## src/rtl/srx_pkg.sv

```systemverilog
package srx_pkg;
  localparam int CHAR_W = 9;

  typedef enum logic {
    ST_IDLE  = 1'b0,
    ST_SHIFT = 1'b1
  } srx_state_e;

  typedef struct packed {
    logic       hi;
    logic [7:0] lo;
  } srx_char_t;
endpackage

```

## src/rtl/srx_baud.sv

```systemverilog
module srx_baud #(
  parameter int DIV_W = 16
) (
  input  logic             clk_i,
  input  logic             rst_ni,
  input  logic             run_i,
  input  logic             fast_i,
  input  logic             wide_i,
  input  logic [DIV_W-1:0] div_i,
  output logic             tick_o
);
  localparam int CNT_W = DIV_W + 3;
  localparam int LO_W  = DIV_W / 2;

  logic [CNT_W-1:0] n_w, limit_w, cnt_q;

  always_comb begin
    n_w = '0;
    if (wide_i) n_w[DIV_W-1:0] = div_i;
    else        n_w[LO_W-1:0]  = div_i[LO_W-1:0];
    // half period minus one: N or 4N+3
    limit_w = fast_i ? n_w : ((n_w << 2) + CNT_W'(3));
  end

  always_ff @(posedge clk_i or negedge rst_ni) begin
    if (!rst_ni)                        cnt_q <= '0;
    else if (!run_i || cnt_q >= limit_w) cnt_q <= '0;
    else                                cnt_q <= cnt_q + CNT_W'(1);
  end

  assign tick_o = run_i && (cnt_q >= limit_w);

  AST_CNT_BOUND: assert property (@(posedge clk_i) disable iff (!rst_ni)
    !run_i |=> (cnt_q == '0));
endmodule

```

## src/rtl/srx_shift.sv

```systemverilog
module srx_shift
  import srx_pkg::*;
(
  input  logic              clk_i,
  input  logic              rst_ni,
  input  logic              en_i,
  input  logic              cont_i,
  input  logic              single_set_i,
  input  logic              nine_i,
  input  logic              pol_i,
  input  logic              tick_i,
  input  logic              ovr_i,
  input  logic              sdat_i,
  output logic              run_o,
  output logic              sck_o,
  output logic              single_o,
  output logic              done_o,
  output logic [CHAR_W-1:0] char_o
);
  localparam int BW = $clog2(CHAR_W);

  srx_state_e        state_q;
  logic              half_q, sck_q, single_q;
  logic [BW-1:0]     bit_cnt_q, last_w;
  logic [CHAR_W-1:0] sreg_q;
  logic              active_w;

  assign active_w = cont_i || single_q;
  assign last_w   = nine_i ? BW'(CHAR_W - 1) : BW'(CHAR_W - 2);
  assign done_o   = en_i && active_w && (state_q == ST_SHIFT) && tick_i &&
                    half_q && (bit_cnt_q == last_w);

  always_ff @(posedge clk_i or negedge rst_ni) begin
    if (!rst_ni) begin
      state_q   <= ST_IDLE;
      half_q    <= 1'b0;
      bit_cnt_q <= '0;
      sreg_q    <= '0;
      sck_q     <= 1'b0;
      single_q  <= 1'b0;
    end else if (!en_i) begin
      state_q   <= ST_IDLE;
      half_q    <= 1'b0;
      bit_cnt_q <= '0;
      sck_q     <= pol_i;
      single_q  <= 1'b0;
    end else begin
      if (single_set_i) single_q <= 1'b1;
      else if (done_o)  single_q <= 1'b0;

      if (state_q == ST_IDLE) begin
        sck_q <= pol_i;
        if (active_w && !ovr_i) begin
          state_q   <= ST_SHIFT;
          half_q    <= 1'b0;
          bit_cnt_q <= '0;
          sreg_q    <= '0;
          sck_q     <= ~pol_i;  // leading edge
        end
      end else if (!active_w) begin
        state_q <= ST_IDLE;    // abort
        sck_q   <= pol_i;
      end else if (tick_i) begin
        if (!half_q) begin
          sreg_q[bit_cnt_q] <= sdat_i;  // sample on trailing edge
          half_q            <= 1'b1;
          sck_q             <= pol_i;
        end else if (bit_cnt_q == last_w) begin
          state_q <= ST_IDLE;
        end else begin
          bit_cnt_q <= bit_cnt_q + BW'(1);
          half_q    <= 1'b0;
          sck_q     <= ~pol_i;
        end
      end
    end
  end

  assign run_o    = (state_q == ST_SHIFT);
  assign sck_o    = sck_q;
  assign single_o = single_q;
  assign char_o   = sreg_q;

  AST_SINGLE_DONE: assert property (@(posedge clk_i) disable iff (!rst_ni)
    (en_i && done_o && !single_set_i) |=> !single_q);
  AST_OVR_HALT: assert property (@(posedge clk_i) disable iff (!rst_ni)
    (en_i && ovr_i && state_q == ST_IDLE) |=> (state_q == ST_IDLE));
  AST_SCK_HOLD: assert property (@(posedge clk_i) disable iff (!rst_ni)
    (en_i && active_w && state_q == ST_SHIFT && !tick_i) |=> $stable(sck_q));
  AST_BIT_RANGE: assert property (@(posedge clk_i) disable iff (!rst_ni)
    (state_q == ST_SHIFT) |-> (bit_cnt_q < BW'(CHAR_W)));
endmodule

```

## src/rtl/srx_fifo.sv

```systemverilog
module srx_fifo #(
  parameter int DEPTH = 2,
  parameter int W     = 9
) (
  input  logic         clk_i,
  input  logic         rst_ni,
  input  logic         flush_i,
  input  logic         push_i,
  input  logic [W-1:0] din_i,
  input  logic         pop_i,
  output logic [W-1:0] dout_o,
  output logic         empty_o,
  output logic         full_o
);
  localparam int PW = (DEPTH > 1) ? $clog2(DEPTH) : 1;
  localparam int CW = $clog2(DEPTH + 1);

  logic [W-1:0]  mem_q [DEPTH];
  logic [PW-1:0] wr_q, rd_q;
  logic [CW-1:0] cnt_q;
  logic          pop_ok, push_ok;

  function automatic logic [PW-1:0] nxt(input logic [PW-1:0] p);
    return (p == PW'(DEPTH - 1)) ? '0 : p + PW'(1);
  endfunction

  assign empty_o = (cnt_q == '0);
  assign full_o  = (cnt_q == CW'(DEPTH));
  assign pop_ok  = pop_i && !empty_o;
  assign push_ok = push_i && (!full_o || pop_ok);
  assign dout_o  = empty_o ? '0 : mem_q[rd_q];

  always_ff @(posedge clk_i) begin
    if (push_ok && !flush_i) mem_q[wr_q] <= din_i;
  end

  always_ff @(posedge clk_i or negedge rst_ni) begin
    if (!rst_ni) begin
      wr_q  <= '0;
      rd_q  <= '0;
      cnt_q <= '0;
    end else if (flush_i) begin
      wr_q  <= '0;
      rd_q  <= '0;
      cnt_q <= '0;
    end else begin
      if (push_ok) wr_q <= nxt(wr_q);
      if (pop_ok)  rd_q <= nxt(rd_q);
      case ({push_ok, pop_ok})
        2'b10:   cnt_q <= cnt_q + CW'(1);
        2'b01:   cnt_q <= cnt_q - CW'(1);
        default: cnt_q <= cnt_q;
      endcase
    end
  end

  AST_FIFO_COUNT: assert property (@(posedge clk_i) disable iff (!rst_ni)
    cnt_q <= CW'(DEPTH));
  AST_NO_OVERFLOW: assert property (@(posedge clk_i) disable iff (!rst_ni)
    (!flush_i && push_i && full_o && !pop_i) |=> $stable(cnt_q));
endmodule

```

## src/rtl/sync_master_rx.sv

```systemverilog
module sync_master_rx
  import srx_pkg::*;
#(
  parameter int DIV_W      = 16,
  parameter int FIFO_DEPTH = 2
) (
  input  logic             clk_i,
  input  logic             rst_ni,
  input  logic             port_en_i,
  input  logic             cont_en_i,
  input  logic             single_set_i,
  input  logic             nine_bit_i,
  input  logic             clk_pol_i,
  input  logic             fast_i,
  input  logic             div_wide_i,
  input  logic [DIV_W-1:0] div_val_i,
  input  logic             irq_en_i,
  input  logic             rd_low_i,
  output logic             sck_o,
  input  logic             sdat_i,
  output logic             single_busy_o,
  output logic             ready_o,
  output logic             irq_o,
  output logic             overrun_o,
  output logic             bit9_o,
  output logic [7:0]       data_o
);
  logic              run_w, tick_w, done_w, empty_w, full_w, pop_ok_w, ovr_q;
  logic [CHAR_W-1:0] char_w, head_w;
  srx_char_t         head_s;

  srx_baud #(.DIV_W(DIV_W)) u_baud (
    .clk_i, .rst_ni,
    .run_i  (run_w),
    .fast_i (fast_i),
    .wide_i (div_wide_i),
    .div_i  (div_val_i),
    .tick_o (tick_w)
  );

  srx_shift u_shift (
    .clk_i, .rst_ni,
    .en_i         (port_en_i),
    .cont_i       (cont_en_i),
    .single_set_i (single_set_i),
    .nine_i       (nine_bit_i),
    .pol_i        (clk_pol_i),
    .tick_i       (tick_w),
    .ovr_i        (ovr_q),
    .sdat_i       (sdat_i),
    .run_o        (run_w),
    .sck_o        (sck_o),
    .single_o     (single_busy_o),
    .done_o       (done_w),
    .char_o       (char_w)
  );

  srx_fifo #(.DEPTH(FIFO_DEPTH), .W(CHAR_W)) u_fifo (
    .clk_i, .rst_ni,
    .flush_i (!port_en_i),
    .push_i  (done_w && !ovr_q),
    .din_i   (char_w),
    .pop_i   (rd_low_i),
    .dout_o  (head_w),
    .empty_o (empty_w),
    .full_o  (full_w)
  );

  assign pop_ok_w = rd_low_i && !empty_w;

  always_ff @(posedge clk_i or negedge rst_ni) begin
    if (!rst_ni)                        ovr_q <= 1'b0;
    else if (!port_en_i || !cont_en_i)  ovr_q <= 1'b0;
    else if (done_w && full_w && !pop_ok_w) ovr_q <= 1'b1;
  end

  assign head_s    = head_w;
  assign bit9_o    = head_s.hi;
  assign data_o    = head_s.lo;
  assign ready_o   = !empty_w;
  assign irq_o     = ready_o && irq_en_i;
  assign overrun_o = ovr_q;

  AST_OVR_CLEAR: assert property (@(posedge clk_i) disable iff (!rst_ni)
    !cont_en_i |=> !overrun_o);
  AST_PORT_OFF: assert property (@(posedge clk_i) disable iff (!rst_ni)
    !port_en_i |=> (!ready_o && !overrun_o && !single_busy_o));
endmodule

```

## config.mk

```make
export PLATFORM = sky130hd
export DESIGN_NAME = sync_master_rx
export DESIGN_NICKNAME = d
export VERILOG_FILES = /design/src/rtl/srx_pkg.sv /design/src/rtl/srx_baud.sv /design/src/rtl/srx_shift.sv /design/src/rtl/srx_fifo.sv /design/src/rtl/sync_master_rx.sv
export SDC_FILE = /design/constraint.sdc
export NUM_CORES = 1
export LEC_CHECK = 0
export BUFFER_PORTS_ARGS = -buffer_cell sky130_fd_sc_hd__buf_2
export CAP_MARGIN = 15
export CORE_MARGIN = 8
export CORE_UTILIZATION = 40
export DETAILED_ROUTE_END_ITERATION = 8
export GPL_TIMING_DRIVEN = 0
export MAX_ROUTING_LAYER = met4
export PLACE_DENSITY = 0.71
export SLEW_MARGIN = 40
export SYNTH_ARGS = -nofsm -noshare
export SYNTH_HDL_FRONTEND = slang
export SYNTH_SLANG_ARGS = --single-unit
```

## constraint.sdc

```tcl
create_clock -name clk_i -period 2.65 [get_ports clk_i]
set_input_delay 0.53 -clock clk_i [delete_from_list [all_inputs] [get_ports clk_i]]
set_output_delay 0.53 -clock clk_i [all_outputs]
set_load 0.1 [all_outputs]
```

# After elaboration in Yosys (flattened, before gate mapping)
# Memory sizes are Yosys's and may differ from the RTL's.
# Index checks and enable logic that the tools add are counted.
# word_totals
register_bits,41
mem_bits_rw,18
inputBits,28
out_inout_bits,14
elab_cells,130
memories,1
# mem_list
memory,depth,word_bits,read_ports,rd_clocked_by_memory_dff,write_ports,line,source
u_fifo.mem_q,2,9,1,0,1,srx_fifo.sv:18,logic [W-1:0] mem_q [DEPTH];
# op_classes
add_sub_neg,7
magnitude_cmp,3
eq_ne,18
muxes,56
n_bitwise,1
n_reduce_logical,33
# ops
op,n
two-way mux 9 bit,6
two-way mux 19 bit,2
two-way mux 1 bit,35
two-way mux 4 bit,8
adder 18 x 2 -> 19 bit (second input constant),1
adder 19 x 1 -> 19 bit (second input constant),1
>= comparator 19 bit,1
logical AND 1 bit,15
AND reduction 5 bit,2
bitwise mux 9 bit,1
!= test 3 x 1 -> 1 bit (second input constant),3
!= test 3 bit (second input constant),3
two-way mux 8 bit,1
zero test 1 bit,7
!= test 2 x 1 -> 1 bit (second input constant),3
less-than comparator 4 x 5 -> 1 bit (second input constant),1
!= test 5 bit (second input constant),1
adder 4 x 1 -> 4 bit (second input constant),1
demux 1 bit (select 4 bit),1
equality test 2 bit (second input constant),2
equality test 4 bit,1
>= comparator 4 x 1 -> 1 bit (second input constant),1
logical OR 1 bit,4
!= test 2 bit (second input constant),2
13 further kinds,15

# Logic depth before layout (Yosys ltp)
# depth
ltp_word,13
mapped_depth,12
ltp_nobuf,10

# By module
# From an unflattened synthesis, not the netlist that was laid out.
# unflattened
hier_cells,352
area_unflattened_um2,3560.9
# by_module_without_submodules
module,n_inst,cells_each,area_per_inst_um2,seq_area_each_um2
srx_baud,1,167,1524.0,475.5
srx_shift,1,114,1051.0,425.4
srx_fifo,1,63,915.9,640.6
sync_master_rx,1,8,70.1,25.0

# Least setup slack after synthesis
# No wires, ideal clock.
# synth_timing
path_kind,input to register
start,input port fast_i
end,memory u_fifo.mem_q[1][0] (enable)
setup_time_ns,0.389
t_arrival_ns,3.364
t_required_ns,2.261
setup_slack_ns,-1.103
path_stages,10
path_buffers,2
cell_sequence,clkbuf_1 > buf_1 > a31oi_1 > ha_1 > nand4_1 > nor3_2 > a21oi_2 > a211oi_4 > o21ai_1 > nor3b_1
# synth_between
elab_chain_len,11
# synth_rtl
item,line,source
start: declaration,sync_master_rx.sv:14,"input logic fast_i,"
two-way mux 19 bit,srx_baud.sv:22,limit_w = fast_i ? n_w : ((n_w << 2) + CNT_W'(3));
>= comparator 19 bit,srx_baud.sv:31,assign tick_o = run_i && (cnt_q >= limit_w);
logical AND 1 bit,srx_baud.sv:31,
logical AND 1 bit (2 in a row),srx_shift.sv:30,assign done_o = en_i && active_w && (state_q == ST_SHIFT) && tick_i &&
logical AND 1 bit,srx_shift.sv:31,half_q && (bit_cnt_q == last_w);
logical AND 1 bit,sync_master_rx.sv:61,".push_i (done_w && !ovr_q),"
logical AND 1 bit,srx_fifo.sv:30,assign push_ok = push_i && (!full_o || pop_ok);
logical AND 1 bit,srx_fifo.sv:34,if (push_ok && !flush_i) mem_q[wr_q] <= din_i;
two-way mux 1 bit,srx_fifo.sv:34,
two-way mux 1 bit (implied by the code),srx_fifo.sv:34,
end: declaration,srx_fifo.sv:18,
# Every way passes these cells.

# Worst setup path in the final report
# layout_timing
start,input port fast_i
end,memory u_fifo.mem_q[0][1] (enable)
# The elaborated chain is that of the path after synthesis.

==> metrics.md <==
| Metric | Value |
|---|---|
| Outcome | completed |
| Clock root cell | clkbuf_8 |
| Placed Cells | 489 |
| CTS buffer count | 9 |
| Largest net degree at the start of global routing | 42 |
| Number of fill cells | 761 |
| Global Route Usage Sum | 13.3% |
| Cell area after layout | 4180 um2 |
| Grt total ovfl | 0 |
| Layout Area Growth over Synthesis | 21.2% |
| Slowest cell delay on critical path | 360 ps |
| Wire per inst | 14.2 um |
| Met2 global-route usage | 21.1% |
| GR Util met3 | 3.07% |
| FF-to-FF path depth | 8 |
| DRT iter0 DRCs | 215 |
| Die Ht | 109 um |
| Worst path required time | 2700 ps |
| GR peak layer | met2 |
| Max_cap viols | 0 |
| Synthesized net count | 393 |
| Nets | 445 |
| Die ar. | 11,900 um2 |
| N_diodes | 0 |
| Clk buf depth | 2 |
| I/O pins | 42 |
| CP delay by family, top | compound AO/OA/AOI/OAI gates |
| Pins Over Slew Limit | 0 |
| Final Non-Filler Cells | 507 |
| Final Hold Viols | 0 |
| Via count | 2,660 |
| Flops & latches, synth | 59 |
| Post-Synthesis Cells | 342 |
| Asr flop ratio synth | 69.5% |
| Relative max-transition margin | 51.5% |
| Sequential share of the synthesized area | 45.4% |
| LEAKAGE | 0.00180 uW |
| Max VDD drop | 0.402 mV |
| Worst-path maximum fanout | 10 |
| First-pass GRT wire length | 12.4 mm |
| Slew @ Worst Pin | 720 ps |
| RePlAce Congestion | 0.832 |
| Antenna viol nets, final | 0 |
| Core Box Area | 8550 um2 |
| Pwr Total | 2050 uW |
| # hold bufs at CTS | 0 |
| Dpl hpwl | 5.34 mm |
| Starting Density | 40.4% |
| Clock Pin Slew Worst Setup and Hold Paths | 70 ps |
| Die Width | 109 um |
| Hold_ws | 174 ps |
| Clk sinks | 59 |
| Final Skew | 4.12 ps |
| Routed WL | 7.21 mm |
| Slowest cell on crit path | a211oi_4 |
| Met1 Resource Use GR | 16.4% |
| Avg Synthesized Cell Area | 10.1 um2 |
| Final period util | 95.2% |
| Cell count along the critical path | 11 |
| Later-pin clock latency in the skew report | 330 ps |
| CP Launch Type | primary input |
| Synth Warn # | 0 |
| Antenna violations before repair | 0 |
| Row cnt | 34 |
| Post-DP Area | 3890 um2 |
| Number of synthesized flops with an enable pin | 18 |
| Max Clock Freq | 396 MHz |
| Final min period | 2520 ps |
| Port Buf Inserts | 39 |
| Synth unique cells | 48 |
| Critical Path End Type | flop |
| WS Path Type | primary input to flop |
| RSZ-0062 raised after global routing | false |
| Final Setup Violations | 0 |
| PD cells | 490 nW/um2 |
| Worst Path Arrival | 2580 ps |
| Vias/cell | 5.25 |
| WP buf/inv | 3 |
| Synthesized cell area | 3450 um2 |
| Layout cells sized above 1 | 24.3% |
| Worst Hold Class | primary input to async pin |
| Initial DRT Pass Iterations | 4 |
| Final Util | 48.9% |
| Crit path cell chain | clkbuf_16, buf_8, mux2i_1, ha_1, nand2_1, o21ai_0, nand2b_2, a211oi_4, o21ai_4, nor3_4, buf_12 |
| Main synth FF type | dfrtp_1 |
| Vias in the first global route | 2,675 |
| Number of remaining DRC errors | 0 |
| CTS tree | built |
| H-tree levels | 3 |
==> cell usage after synthesis (all sizes together), types with 2 or more instances <==
| master | n | area share, % |
|---|---|---|
| xor2 | 11 | 2.8 |
| clkbuf | 8 | 0.87 |
| nand2 | 32 | 3.5 |
| a221o | 8 | 2.3 |
| o21a | 3 | 0.65 |
| edfxtp | 18 | 16 |
| a31oi | 4 | 0.73 |
| ha | 23 | 8.3 |
| or3 | 2 | 0.36 |
| a211oi | 2 | 0.80 |
| o2111ai | 3 | 0.76 |
| buf | 2 | 0.43 |
| dfrtp | 41 | 30 |
| mux2i | 17 | 4.9 |
| o2bb2ai | 2 | 0.51 |
| nand2b | 3 | 0.62 |
| nand4 | 4 | 0.73 |
| nor2 | 47 | 5.1 |
| or4 | 2 | 0.43 |
| a21oi | 16 | 2.4 |
| inv | 8 | 0.87 |
| nor3 | 8 | 1.5 |
| nand3 | 14 | 2.2 |
| and4 | 3 | 0.76 |
| and2 | 7 | 1.3 |
| nor2b | 13 | 2.4 |
| mux2 | 7 | 2.3 |
| nor3b | 2 | 0.43 |
| o21ai | 11 | 1.8 |
| xnor2 | 7 | 1.8 |
| a211o | 2 | 0.54 |
| a21boi | 2 | 0.43 |
| and3 | 6 | 1.1 |
==> power breakdown <==
part,total [uW],internal [uW],switching (uW)
Sequential,947,941,6.63
Clock,920,554,365
Combinational,182,67.5,115
==> per-stage QoR <==
step	TNS (ps)	setup WS, ps
5_1_grt	0	4.60
3_3_place_gp	-9630	-362
2_1_floorplan	-1460	-115
4_1_cts	0	34.3
6_report	0	126
3_5_place_dp	-11430	-407
==> path summary, 6_finish.rpt <==
path | start | endpoint | slack [ps]
max in group asynchronous | rst_ni | u_fifo.cnt_q[0] | 2100
worst min register to register | u_shift.char_o[8] | u_fifo.mem_q[1][8] | 490
worst max-delay path | fast_i | u_fifo.mem_q[0][1] | 130
min in group clk_i | cont_en_i | overrun_o | 460
worst min-delay path | rst_ni | u_shift.char_o[1] | 170
worst max register to register | u_baud.cnt_q[6] | u_fifo.mem_q[0][1] | 250
==> worst reg2reg max path: stages, from the launching register on <==
cell and delay [ps]:
dfrtp_1 450, ha_1 320, nand2_1 70, o21ai_0 210, nand2b_2 120, a211oi_4 360
o21ai_4 150, nor3_4 270, buf_12 160
==> state kept, by name (all words and copies together), names as in the netlist <==
register           flops
u_fifo.mem_q          18
u_shift.char_o         9
overrun_o              1
u_fifo.cnt_q           2
u_shift.single_o       1
u_shift.sck_o          1
u_shift.bit_cnt_q      4
u_fifo.wr_q            1
u_baud.cnt_q          19
u_fifo.rd_q            1
u_shift.run_o          1
u_shift.half_q         1
==> final cells by class <==
class / instances / area (um2) / area share (%)
buffer: 10 / 80.1 / 1.91
clock buffer: 10 / 138 / 3.29
clock inverter: 6 / 88.8 / 2.12
inverter: 8 / 30.0 / 0.718
multi-input combinational: 265 / 1910 / 45.6
sequential: 59 / 1570 / 37.5
tap: 108 / 135 / 3.23
timing repair buffer: 41 / 238 / 5.68
==> timing repair <==
item                                    4_1_cts  5_1_grt
endpoints found under the setup margin        9       41
pin swaps                                     1        2
resized for setup                             0        7
buffers inserted                              1        1
==> cell usage in the layout (no fill, tap or decap), types with 7 or more instances in the layout <==
master,count
a21oi_1,13
a221o_1,8
buf_2,38
clkbuf_8,10
dfrtp_1,41
edfxtp_1,18
ha_1,22
inv_1,8
mux2i_1,17
nand2_1,31
nand3_1,13
nor2_1,38
nor2_2,9
nor2b_1,12
xnor2_1,7
xor2_1,11
==> metal layers <==
layer  routed length (um)  vias to the layer above
li1                     -                     1340
met2                 3450                       55
met5                    0                        -
met4                  136                        0
met3                  263                       11
met1                 3360                     1254
==> logic make-up after synthesis <==
| group | synth area share, % |
|---|---|
| and+or+nand+nor | 20.6 |
| DFF | 45.4 |
| AOI/OAI and AO/OA | 11.7 |
| muxes | 7.22 |
| adders and majority gates | 8.34 |
| xor gates and xnor gates | 4.57 |
| buffers and inverters | 2.18 |
Note: power is estimated with default switching activity, not from simulation.
